[config.mk]
export PLATFORM = sky130hd
export DESIGN_NAME = scr_fire_pwm
export DESIGN_NICKNAME = d
export VERILOG_FILES = /design/src/rtl/scr_fire_pkg.sv /design/src/rtl/scr_edge_detect.sv /design/src/rtl/scr_period_meter.sv /design/src/rtl/scr_phase_timer.sv /design/src/rtl/scr_gate_steer.sv /design/src/rtl/scr_fire_pwm.sv
export SDC_FILE = /design/constraint.sdc
export NUM_CORES = 1
export LEC_CHECK = 0
export ABC_AREA = 1
export CORE_MARGIN = 8
export CORE_UTILIZATION = 50
export DETAILED_ROUTE_END_ITERATION = 7
export PLACE_DENSITY = 0.77
export SLEW_MARGIN = 20
export SYNTH_ARGS = -nofsm -noshare
export SYNTH_HDL_FRONTEND = slang
export SYNTH_SLANG_ARGS = --single-unit
[constraint.sdc]
create_clock -name clk -period 7.3 [get_ports clk]
set_input_delay 1.46 -clock clk [delete_from_list [all_inputs] [get_ports clk]]
set_output_delay 1.46 -clock clk [all_outputs]
set_load 0.02 [all_outputs]
[src/rtl/scr_fire_pkg.sv]
`timescale 1ns/1ps
package scr_fire_pkg;

  // Measurement / tracking states of the period meter
  typedef enum logic [1:0] {
    MS_HUNT = 2'd0,  // waiting for a first rising edge
    MS_MEAS = 2'd1,  // timing high time and full period
    MS_RUN  = 2'd2   // locked, phase tracking active
  } meas_state_e;

endpackage

[src/rtl/scr_edge_detect.sv]
`timescale 1ns/1ps
module scr_edge_detect (
  input  logic clk,
  input  logic rst_n,
  input  logic sig_i,
  output logic rise_o,
  output logic fall_o
);

  logic prev_q;

  always_ff @(posedge clk or negedge rst_n) begin
    if (!rst_n) prev_q <= 1'b0;
    else        prev_q <= sig_i;
  end

  assign rise_o = sig_i & ~prev_q;
  assign fall_o = ~sig_i & prev_q;

endmodule

[src/rtl/scr_period_meter.sv]
`timescale 1ns/1ps
module scr_period_meter
  import scr_fire_pkg::*;
#(
  parameter int unsigned CNT_W = 16
) (
  input  logic             clk,
  input  logic             rst_n,
  input  logic             rise_i,
  input  logic             fall_i,
  output logic             run_o,
  output logic             lost_o,
  output logic [CNT_W-1:0] period_o,
  output logic [CNT_W-1:0] half_o,
  output logic [CNT_W-1:0] adv_o,
  output logic             load_o,
  output logic [CNT_W-1:0] load_val_o
);

  localparam logic [CNT_W-1:0] CNT_MAX = {CNT_W{1'b1}};

  meas_state_e      state_q, state_d;
  logic [CNT_W-1:0] cnt_q, cnt_d;
  logic [CNT_W-1:0] period_q, period_d;
  logic [CNT_W-1:0] high_q, high_d;
  logic [CNT_W-1:0] adv_q, adv_d;
  logic             lost_q, lost_d;

  logic [CNT_W-1:0] meas_half;
  logic [CNT_W-1:0] meas_adv;
  logic [CNT_W:0]   timeout_lim;

  // Values derived from the measurement in progress
  assign meas_half   = cnt_q >> 1;
  assign meas_adv    = (high_q > meas_half) ? ((high_q - meas_half) >> 1) : '0;
  assign timeout_lim = {1'b0, period_q} + {2'b00, period_q[CNT_W-1:1]};

  // Next-state process
  always_comb begin
    state_d  = state_q;
    period_d = period_q;
    high_d   = high_q;
    adv_d    = adv_q;
    lost_d   = lost_q;
    cnt_d    = (cnt_q == CNT_MAX) ? cnt_q : cnt_q + 1'b1;
    unique case (state_q)
      MS_HUNT: begin
        if (rise_i) begin
          cnt_d   = {{(CNT_W-1){1'b0}}, 1'b1};
          high_d  = '0;
          state_d = MS_MEAS;
        end
      end
      MS_MEAS: begin
        if (fall_i) high_d = cnt_q;
        if (rise_i) begin
          period_d = cnt_q;
          adv_d    = meas_adv;
          cnt_d    = {{(CNT_W-1){1'b0}}, 1'b1};
          lost_d   = 1'b0;
          state_d  = MS_RUN;
        end else if (cnt_q == CNT_MAX) begin
          state_d  = MS_HUNT;
        end
      end
      MS_RUN: begin
        if (rise_i) begin
          cnt_d = {{(CNT_W-1){1'b0}}, 1'b1};
        end else if ({1'b0, cnt_q} >= timeout_lim) begin
          lost_d  = 1'b1;
          state_d = MS_HUNT;
        end
      end
      default: state_d = MS_HUNT;
    endcase
  end

  // Register process
  always_ff @(posedge clk or negedge rst_n) begin
    if (!rst_n) begin
      state_q  <= MS_HUNT;
      cnt_q    <= '0;
      period_q <= '0;
      high_q   <= '0;
      adv_q    <= '0;
      lost_q   <= 1'b0;
    end else begin
      state_q  <= state_d;
      cnt_q    <= cnt_d;
      period_q <= period_d;
      high_q   <= high_d;
      adv_q    <= adv_d;
      lost_q   <= lost_d;
    end
  end

  assign run_o      = (state_q == MS_RUN);
  assign lost_o     = lost_q;
  assign period_o   = period_q;
  assign half_o     = period_q >> 1;
  assign adv_o      = adv_q;
  assign load_o     = rise_i & ((state_q == MS_MEAS) | (state_q == MS_RUN));
  assign load_val_o = (state_q == MS_MEAS) ? (meas_half - meas_adv)
                                           : ((period_q >> 1) - adv_q);

  // the lost flag only ever drops on the transition into tracking
  p_lost_clear_on_lock_r9: assert property (@(posedge clk) disable iff (!rst_n)
    $fell(lost_q) |-> (state_q == MS_RUN));

  // leaving tracking for hunting always announces a loss
  p_hunt_after_run_lost_r8: assert property (@(posedge clk) disable iff (!rst_n)
    ((state_q == MS_HUNT) && ($past(state_q) == MS_RUN)) |-> lost_q);

endmodule

[src/rtl/scr_phase_timer.sv]
`timescale 1ns/1ps
module scr_phase_timer #(
  parameter int unsigned CNT_W = 16
) (
  input  logic             clk,
  input  logic             rst_n,
  input  logic             run_i,
  input  logic             load_i,
  input  logic [CNT_W-1:0] load_val_i,
  input  logic [CNT_W-1:0] period_i,
  input  logic [CNT_W-1:0] half_i,
  output logic [CNT_W-1:0] pos_o,
  output logic             pos_half_o,
  output logic             half_start_o
);

  logic [CNT_W-1:0] ph_q, ph_d;

  // Next-state process: reload on a sync edge, else wrap at the period
  always_comb begin
    if (load_i)     ph_d = load_val_i;
    else if (run_i) ph_d = (ph_q >= period_i - 1'b1) ? '0 : ph_q + 1'b1;
    else            ph_d = '0;
  end

  always_ff @(posedge clk or negedge rst_n) begin
    if (!rst_n) ph_q <= '0;
    else        ph_q <= ph_d;
  end

  assign pos_o        = ph_q;
  assign pos_half_o   = (ph_q < half_i);
  assign half_start_o = run_i & ~load_i & ((ph_d == '0) | (ph_d == half_i));

  // while tracking, the phase never leaves the measured period
  p_phase_in_period_r3: assert property (@(posedge clk) disable iff (!rst_n)
    run_i |-> (ph_q < period_i));

endmodule

[src/rtl/scr_gate_steer.sv]
`timescale 1ns/1ps
module scr_gate_steer #(
  parameter int unsigned CNT_W  = 16,
  parameter int unsigned DUTY_W = 8
) (
  input  logic              clk,
  input  logic              rst_n,
  input  logic              run_i,
  input  logic              half_start_i,
  input  logic              pos_half_i,
  input  logic [CNT_W-1:0]  pos_i,
  input  logic [CNT_W-1:0]  half_i,
  input  logic [DUTY_W-1:0] duty_i,
  output logic              fwd_o,
  output logic              rev_o
);

  localparam int unsigned PROD_W = CNT_W + DUTY_W;

  logic [DUTY_W-1:0] duty_q, duty_d;
  logic              armed_q, armed_d;
  logic [PROD_W-1:0] prod;
  logic [CNT_W-1:0]  mark_len;
  logic [CNT_W-1:0]  in_half;
  logic              fire;

  // Next-state process: duty and arming change only at half boundaries
  always_comb begin
    duty_d  = half_start_i ? duty_i : duty_q;
    armed_d = run_i & (half_start_i | armed_q);
  end

  always_ff @(posedge clk or negedge rst_n) begin
    if (!rst_n) begin
      duty_q  <= '0;
      armed_q <= 1'b0;
    end else begin
      duty_q  <= duty_d;
      armed_q <= armed_d;
    end
  end

  // Firing width scaled to the measured half period
  assign prod     = {{DUTY_W{1'b0}}, half_i} * {{CNT_W{1'b0}}, duty_q};
  assign mark_len = prod[PROD_W-1:DUTY_W];
  assign in_half  = pos_half_i ? pos_i : (pos_i - half_i);

  // Space first, mark at the end of each half
  assign fire  = run_i & armed_q & (mark_len != '0) & (in_half >= half_i - mark_len);
  assign fwd_o = fire & pos_half_i;
  assign rev_o = fire & ~pos_half_i;

  // the two gates are never driven together
  p_gates_exclusive_r5: assert property (@(posedge clk) disable iff (!rst_n)
    !(fwd_o && rev_o));

  // the clock after lock is always silent
  p_silent_at_lock_r7: assert property (@(posedge clk) disable iff (!rst_n)
    $rose(run_i) |-> (!fwd_o && !rev_o));

endmodule

[src/rtl/scr_fire_pwm.sv]
`timescale 1ns/1ps
module scr_fire_pwm #(
  parameter int unsigned CNT_W  = 16,
  parameter int unsigned DUTY_W = 8
) (
  input  logic              clk,
  input  logic              rst_n,
  input  logic              sync_in,
  input  logic [DUTY_W-1:0] duty_in,
  output logic              fwd_gate,
  output logic              rev_gate,
  output logic              lost_sync
);

  localparam int unsigned RST_STAGES = 2;

  logic [RST_STAGES-1:0] rst_pipe_q;
  logic                  rst_n_int;

  // Asynchronous assertion, synchronous release
  always_ff @(posedge clk or negedge rst_n) begin
    if (!rst_n) rst_pipe_q <= '0;
    else        rst_pipe_q <= {rst_pipe_q[RST_STAGES-2:0], 1'b1};
  end
  assign rst_n_int = rst_pipe_q[RST_STAGES-1];

  logic             rise, fall;
  logic             run, load, half_start, pos_half;
  logic [CNT_W-1:0] period, half, adv, load_val, pos;

  scr_edge_detect u_edge (
    .clk    (clk),
    .rst_n  (rst_n_int),
    .sig_i  (sync_in),
    .rise_o (rise),
    .fall_o (fall)
  );

  scr_period_meter #(.CNT_W(CNT_W)) u_meter (
    .clk        (clk),
    .rst_n      (rst_n_int),
    .rise_i     (rise),
    .fall_i     (fall),
    .run_o      (run),
    .lost_o     (lost_sync),
    .period_o   (period),
    .half_o     (half),
    .adv_o      (adv),
    .load_o     (load),
    .load_val_o (load_val)
  );

  scr_phase_timer #(.CNT_W(CNT_W)) u_timer (
    .clk          (clk),
    .rst_n        (rst_n_int),
    .run_i        (run),
    .load_i       (load),
    .load_val_i   (load_val),
    .period_i     (period),
    .half_i       (half),
    .pos_o        (pos),
    .pos_half_o   (pos_half),
    .half_start_o (half_start)
  );

  scr_gate_steer #(.CNT_W(CNT_W), .DUTY_W(DUTY_W)) u_steer (
    .clk          (clk),
    .rst_n        (rst_n_int),
    .run_i        (run),
    .half_start_i (half_start),
    .pos_half_i   (pos_half),
    .pos_i        (pos),
    .half_i       (half),
    .duty_i       (duty_in),
    .fwd_o        (fwd_gate),
    .rev_o        (rev_gate)
  );

  // a flagged loss keeps both gates quiet
  p_lost_gates_quiet_r8: assert property (@(posedge clk) disable iff (!rst_n_int)
    lost_sync |-> (!fwd_gate && !rev_gate));

  // a sync edge while tracking re-phases the timer to half minus advance
  p_rephase_on_edge_r3: assert property (@(posedge clk) disable iff (!rst_n_int)
    (rise && run) |=> (pos == $past(half) - $past(adv)));

endmodule

==> results of run 1 <==
worst max-delay path by stage:
stage | startpoint | cells after the start | end | slack (ns)
6_report | u_steer.duty_q[4] | 41 | fwd_gate | -1.05
5_1_grt | u_steer.duty_q[4] | 40 | fwd_gate | -1.44
4_1_cts | u_steer.duty_q[2] | 37 | rev_gate | -0.98
3_5_place_dp | u_steer.duty_q[4] | 40 | fwd_gate | -1.23
3_3_place_gp | u_steer.duty_q[7] | 34 | fwd_gate | -1.05
2_1_floorplan | u_meter.period_o[4] | 36 | fwd_gate | -0.31
routing by layer:
layer	routed length [um]	global-route usage (%)	part of all wire (%)	vias up
met5	0	0	0	-
li1	-	-	-	7504
met2	22820	46.06	46	639
met1	20250	33.19	41	7313
met3	3557	4.251	7.2	174
met4	2735	13.38	5.5	0
registers in the layout, summed over array words and instances, names as in the netlist, 2 cells and up:
register and flops:
u_meter.cnt_q 16, u_timer.pos_o 16, u_meter.adv_o 15, u_meter.period_o 16, rst_pipe_q 2, u_meter.high_q 16, u_meter.state_q 2, u_steer.duty_q 8
cell usage after synthesis (8+ instances only):
cell type  count
xnor2_1       19
fa_1          83
nor2_1       144
nand3_1      178
nand4_1       37
o21ai_0      101
ha_1         192
nand2_1      642
nand2_2       21
clkbuf_1      33
o21ai_1       12
inv_1        372
nor3_1        29
and2_1         8
a21oi_1      121
dfrtp_1       94
nand3b_1      12
inv_2         11
xor2_1        53
worst max-delay path: cells and delay by family (launching register included):
| kind | cells | cell delay, ns |
|---|---|---|
| XOR/XNOR | 1 | 0.19 |
| flip-flops | 1 | 0.43 |
| AO/OA/AOI/OAI | 4 | 0.67 |
| adder cells (fa/ha/maj) | 7 | 2.79 |
| buffers and inverters | 9 | 0.67 |
| AND/OR/NAND/NOR | 20 | 1.75 |
metrics by stage:
stage                     hold WS [ns]  instance area, sq um  TNS, ns  util (%)  setup WS, ns
after floorplan                 0.3312                 15100  -0.5972         -       -0.3090
after global placement          0.3168                 16710   -2.081     56.68        -1.051
after detailed placement        0.3201                 16710   -2.450     56.68        -1.232
after CTS                       0.3286                 17280   -1.944     58.61       -0.9820
after global routing            0.3444                 17660   -2.873     59.89        -1.445
final                           0.3238                 17660   -2.079     59.89        -1.049
kinds of logic (layout without fill, tap and decap cells):
logic type / Yosys count / count (layout)
DFF: 94 / 94
AOI/OAI and AO/OA: 270 / 270
other: 1 / 1
xor gates and xnor gates: 72 / 72
buffers and inverters: 433 / 608
adders and majority gates: 275 / 275
and+or+nand+nor: 1102 / 1102
layout make-up:
type | count | area share [%]
Multi-Input combinational cell | 1720 | 64.37
Inverter | 384 | 8.163
Clock buffer | 10 | 1.297
Timing Repair Buffer | 208 | 9.467
Clock inverter | 6 | 0.5315
Sequential cell | 94 | 13.41
Tap cell | 390 | 2.764
what timing repair did:
action / in CTS / in global routing
gates resized for setup: 35 / 76
endpoints found under the setup margin: 2 / 2
pin swaps: 25 / 43
endpoints found under the hold margin: 0 / 0
setup buffers: 24 / 11
cloned: 0 / 1
==> impl_results.md, run 1 <==
- Status: finished with violations
- Failing checks: negative setup slack
- Worst-path fanout max: 7
- WP data required: 5.84 ns
- Layout cells sized above 1: 15.11%
- Chip height: 188.7 um
- Via count: 15630
- Slowest CP cell: fa_1
- Core area: 29480 sq um
- Non-Filler Instances: 2812
- Initial antenna violation count: 0
- Reg2Reg Depth: 29
- CTS HTree Levels: 3
- Placed cell count: 2761
- Setup CP Type: reg -> out
- Cts hold-fix bufs: 0
- Routed vias/inst: 5.558
- Max incr delay on CP: 0.51 ns
- Slew margin rel.: 49.31%
- Commonest non-fill, non-tap cells in the layout: nand2_1 (620), inv_1 (362), buf_4 (188)
- Fin crit share: 114.4%
- Num CTS Buffers: 9
- Most area-consuming cells after synthesis: nand2_1 (16%), ha_1 (16%), dfrtp_1 (16%)
- Synth Area in Compound Gates: 9.745%
- Main combinational cell family by area after synthesis: simple AND/OR/NAND/NOR gates
- 1st-iter DRT viols: 1115
- Flops & latches, synth: 94
- CTS root buf: clkbuf_16
- FILL cells: 2661
- Reg2Reg Capture Point: u_steer.duty_q[4]
- Worst-Margin Slew: 0.7603 ns
- GRT Util Overall: 27.18%
- Placer Congestion: 0.9955
- DR pass1 iterations: 5
- Clk_lat worst skew: 0.37 ns
- Die Width: 188.7 um
- Cells after Synth: 2247
- Clock-pin slew on the worst setup and hold paths: 0.08 ns
- Ys flop type: dfrtp_1
- DR WL/cell: 17.56 um
- Critical path capture point type: primary output
- Crit path time final: 8.349 ns
- Achievable frequency: 0.1198 GHz
- DP HPWL: 38560 um
- Synth cell types: 51
- Pin count of the biggest net entering global routing: 58
- FP Rows: 63
- Final ANT Viol Nets: 0
- Startpoint Class: flip-flop
- RSZ-0062 raised after global routing: true
- Longest Clk Path Bufs: 2
- Launch point of the worst reg-to-reg path: u_meter.cnt_q[2]
- Final WL: 49370 um
- Area leader, netlist: nand2_1
- Worst Path Arrival: 6.89 ns
- Post-synthesis simple-gate area fraction: 31.92%
- Post-synthesis sequential area ratio: 15.77%
- Slew Limit Fails: 0
- Post-synth ARST share: 100.0%
- R2r setup slk: 1.99 ns
- DRC Markers: 0
- Crit-path most repeated cell: nand2_1
- Final hold violations: 0
- Register area: 2367 sq um
- Multiplexer share of the synthesized area: 0%
- Multi-input gate area: 11370 sq um
- CTS tree: done
- Number of max-cap violations: 0
- Syn_area_per_cell: 6.640 sq um
- Setup violations, final: 2
- # clock sinks: 94
- Synth Net Count: 2533
- Share of the synthesized area in the top cell type: 16.15%
- Ys Warns: 0
- Initial core utilization: 50.61%
- Hold crit path type: reg -> async
- Synth-to-Final Area Change: 18.35%
- Worst setup margin: -1.049 ns
- Die area: 35620 sq um
- Port bufs: 13
- First-pass GRT wire length: 78360 um
- # diodes: 0
- Synth Cell Area: 14920 sq um
- Number of global-route vias before repair: 15330
- IO Pins: 14
- Post-synthesis adder-cell area fraction: 27.24%
- Final nets: 2703
- Post-synth EDFFs: 0
- Clk_skew: 0.01387 ns
- XOR/XNOR share of the synthesized area: 4.227%
- Remaining Overflow, GRT: 0
- Commonest non-fill, non-tap cell in the layout: nand2_1
Power of run 1 is not shown: default switching activity piles up to over one toggle a cycle in this logic, so the estimate is an artifact.
==> run 2: changes to the inputs <==
- PLACE_DENSITY: 0.77 -> default
- PLACE_DENSITY_LB_ADDON: default -> 0.25
==> impl_results.md, run 2 (synthesis results as in run 1) <==
- CTS HTree Levels: 3
- Via count: 15470
- Die area: 35620 sq um
- Setup violations, final: 2
- Max incr delay on CP: 0.56 ns
- CP top delay family: adder cells
- Launch point of the worst reg-to-reg path: u_meter.cnt_q[2]
- Routed vias/inst: 5.439
- Worst-path fanout max: 5
- Num CTS Buffers: 9
- Slowest CP cell: fa_1
- Worst Path Arrival: 6.85 ns
- Synth-to-Final Area Change: 19.98%
- Clock-pin slew on the worst setup and hold paths: 0.07 ns
- R2r setup slk: 1.97 ns
- Number of global-route vias before repair: 15190
- CTS tree: done
- Pin count of the biggest net entering global routing: 52
- DP HPWL: 39030 um
- CTS root buf: clkbuf_16
- # clock sinks: 94
- Hold crit path type: reg -> async
- Commonest non-fill, non-tap cell in the layout: nand2_1
- First-pass GRT wire length: 78810 um
- Crit path time final: 8.310 ns
- Achievable frequency: 0.1203 GHz
- Worst-Margin Slew: 0.7078 ns
- DRC Markers: 0
- Failing checks: negative setup slack
- IO Pins: 14
- Reg2Reg Capture Point: u_steer.duty_q[4]
- Core area: 29480 sq um
- Port bufs: 13
- Setup CP Type: reg -> out
- Chip height: 188.7 um
- Longest Clk Path Bufs: 2
- Slew Limit Fails: 0
- Placer Congestion: 0.9456
- Initial core utilization: 50.61%
- FP Rows: 63
- Die Width: 188.7 um
- Layout cells sized above 1: 16.34%
- Critical path capture point type: primary output
- DP Worst Slack: -1.291 ns
- Final WL: 49730 um
- Initial antenna violation count: 1
- DR WL/cell: 17.49 um
- Reg2Reg Depth: 30
- Slew margin rel.: 52.82%
- Cts hold-fix bufs: 0
- DR pass1 iterations: 5
- Status: finished with violations
- WP data required: 5.84 ns
- Final nets: 2735
- Startpoint Class: flip-flop
- # diodes: 0
- Remaining Overflow, GRT: 0
- Final hold violations: 0
- Worst path depth: 35
- Number of max-cap violations: 0
- Fin crit share: 113.8%
- Clk_skew: 0.007815 ns
- Clk_lat worst skew: 0.36 ns
- GRT Util Overall: 27.54%
- Final ANT Viol Nets: 0
- 1st-iter DRT viols: 1322
- Buf+Inv Stages, Crit Path: 7
- Commonest non-fill, non-tap cells in the layout: nand2_1 (622), inv_1 (365), buf_4 (221)
- RSZ-0062 raised after global routing: true
- Worst setup margin: -1.010 ns
==> run 2: metrics by stage <==
| stage | instances | area [sq um] | utilization (%) | TNS (ns) | hold WS (ns) |
|---|---|---|---|---|---|
| after global placement | 2778 | 16770 | 56.90 | -2.235 | 0.3346 |
| after floorplan | 2247 | 15100 | - | -0.5972 | 0.3312 |
| after CTS | 2838 | 17570 | 59.60 | -1.839 | 0.3513 |
| final | 2844 | 17900 | 60.72 | -2.002 | 0.3250 |
| after global routing | 2844 | 17900 | 60.72 | -2.556 | 0.3542 |
| after detailed placement | 2778 | 16770 | 56.90 | -2.566 | 0.3347 |
==> run 2: worst max path at each step <==
stage | startpoint | to
after global placement | u_meter.period_o[7] | fwd_gate
after floorplan | u_meter.period_o[4] | fwd_gate
after CTS | u_steer.duty_q[4] | rev_gate
final | u_steer.duty_q[2] | fwd_gate
after detailed placement | u_meter.period_o[7] | fwd_gate
after global routing | u_steer.duty_q[3] | fwd_gate
==> run 2: cell type report <==
type | instances | area, sq um
clock buffer | 9 | 225.2
clock inverter | 7 | 130.1
fill | 2727 | 11580
inverter | 384 | 1441
multi-input combinational | 1720 | 11380
sequential | 94 | 2375
tap | 390 | 488.0
timing repair buffer | 240 | 1859
==> run 2: what timing repair did <==
action	4_1_cts	5_1_grt
gates resized for setup	58	59
buffers inserted	44	6
endpoints found under the setup margin	2	2
pin swaps	26	47
==> run 2: per-layer routing <==
layer	wire [um]	global-route usage, %	vias to the layer above
li1	-	-	7572
met1	20600	33.96	7161
met2	23310	46.86	577
met3	3449	4.418	157
met4	2357	12.09	2
met5	13	0	-
Power of run 2 is left out for the same reason.
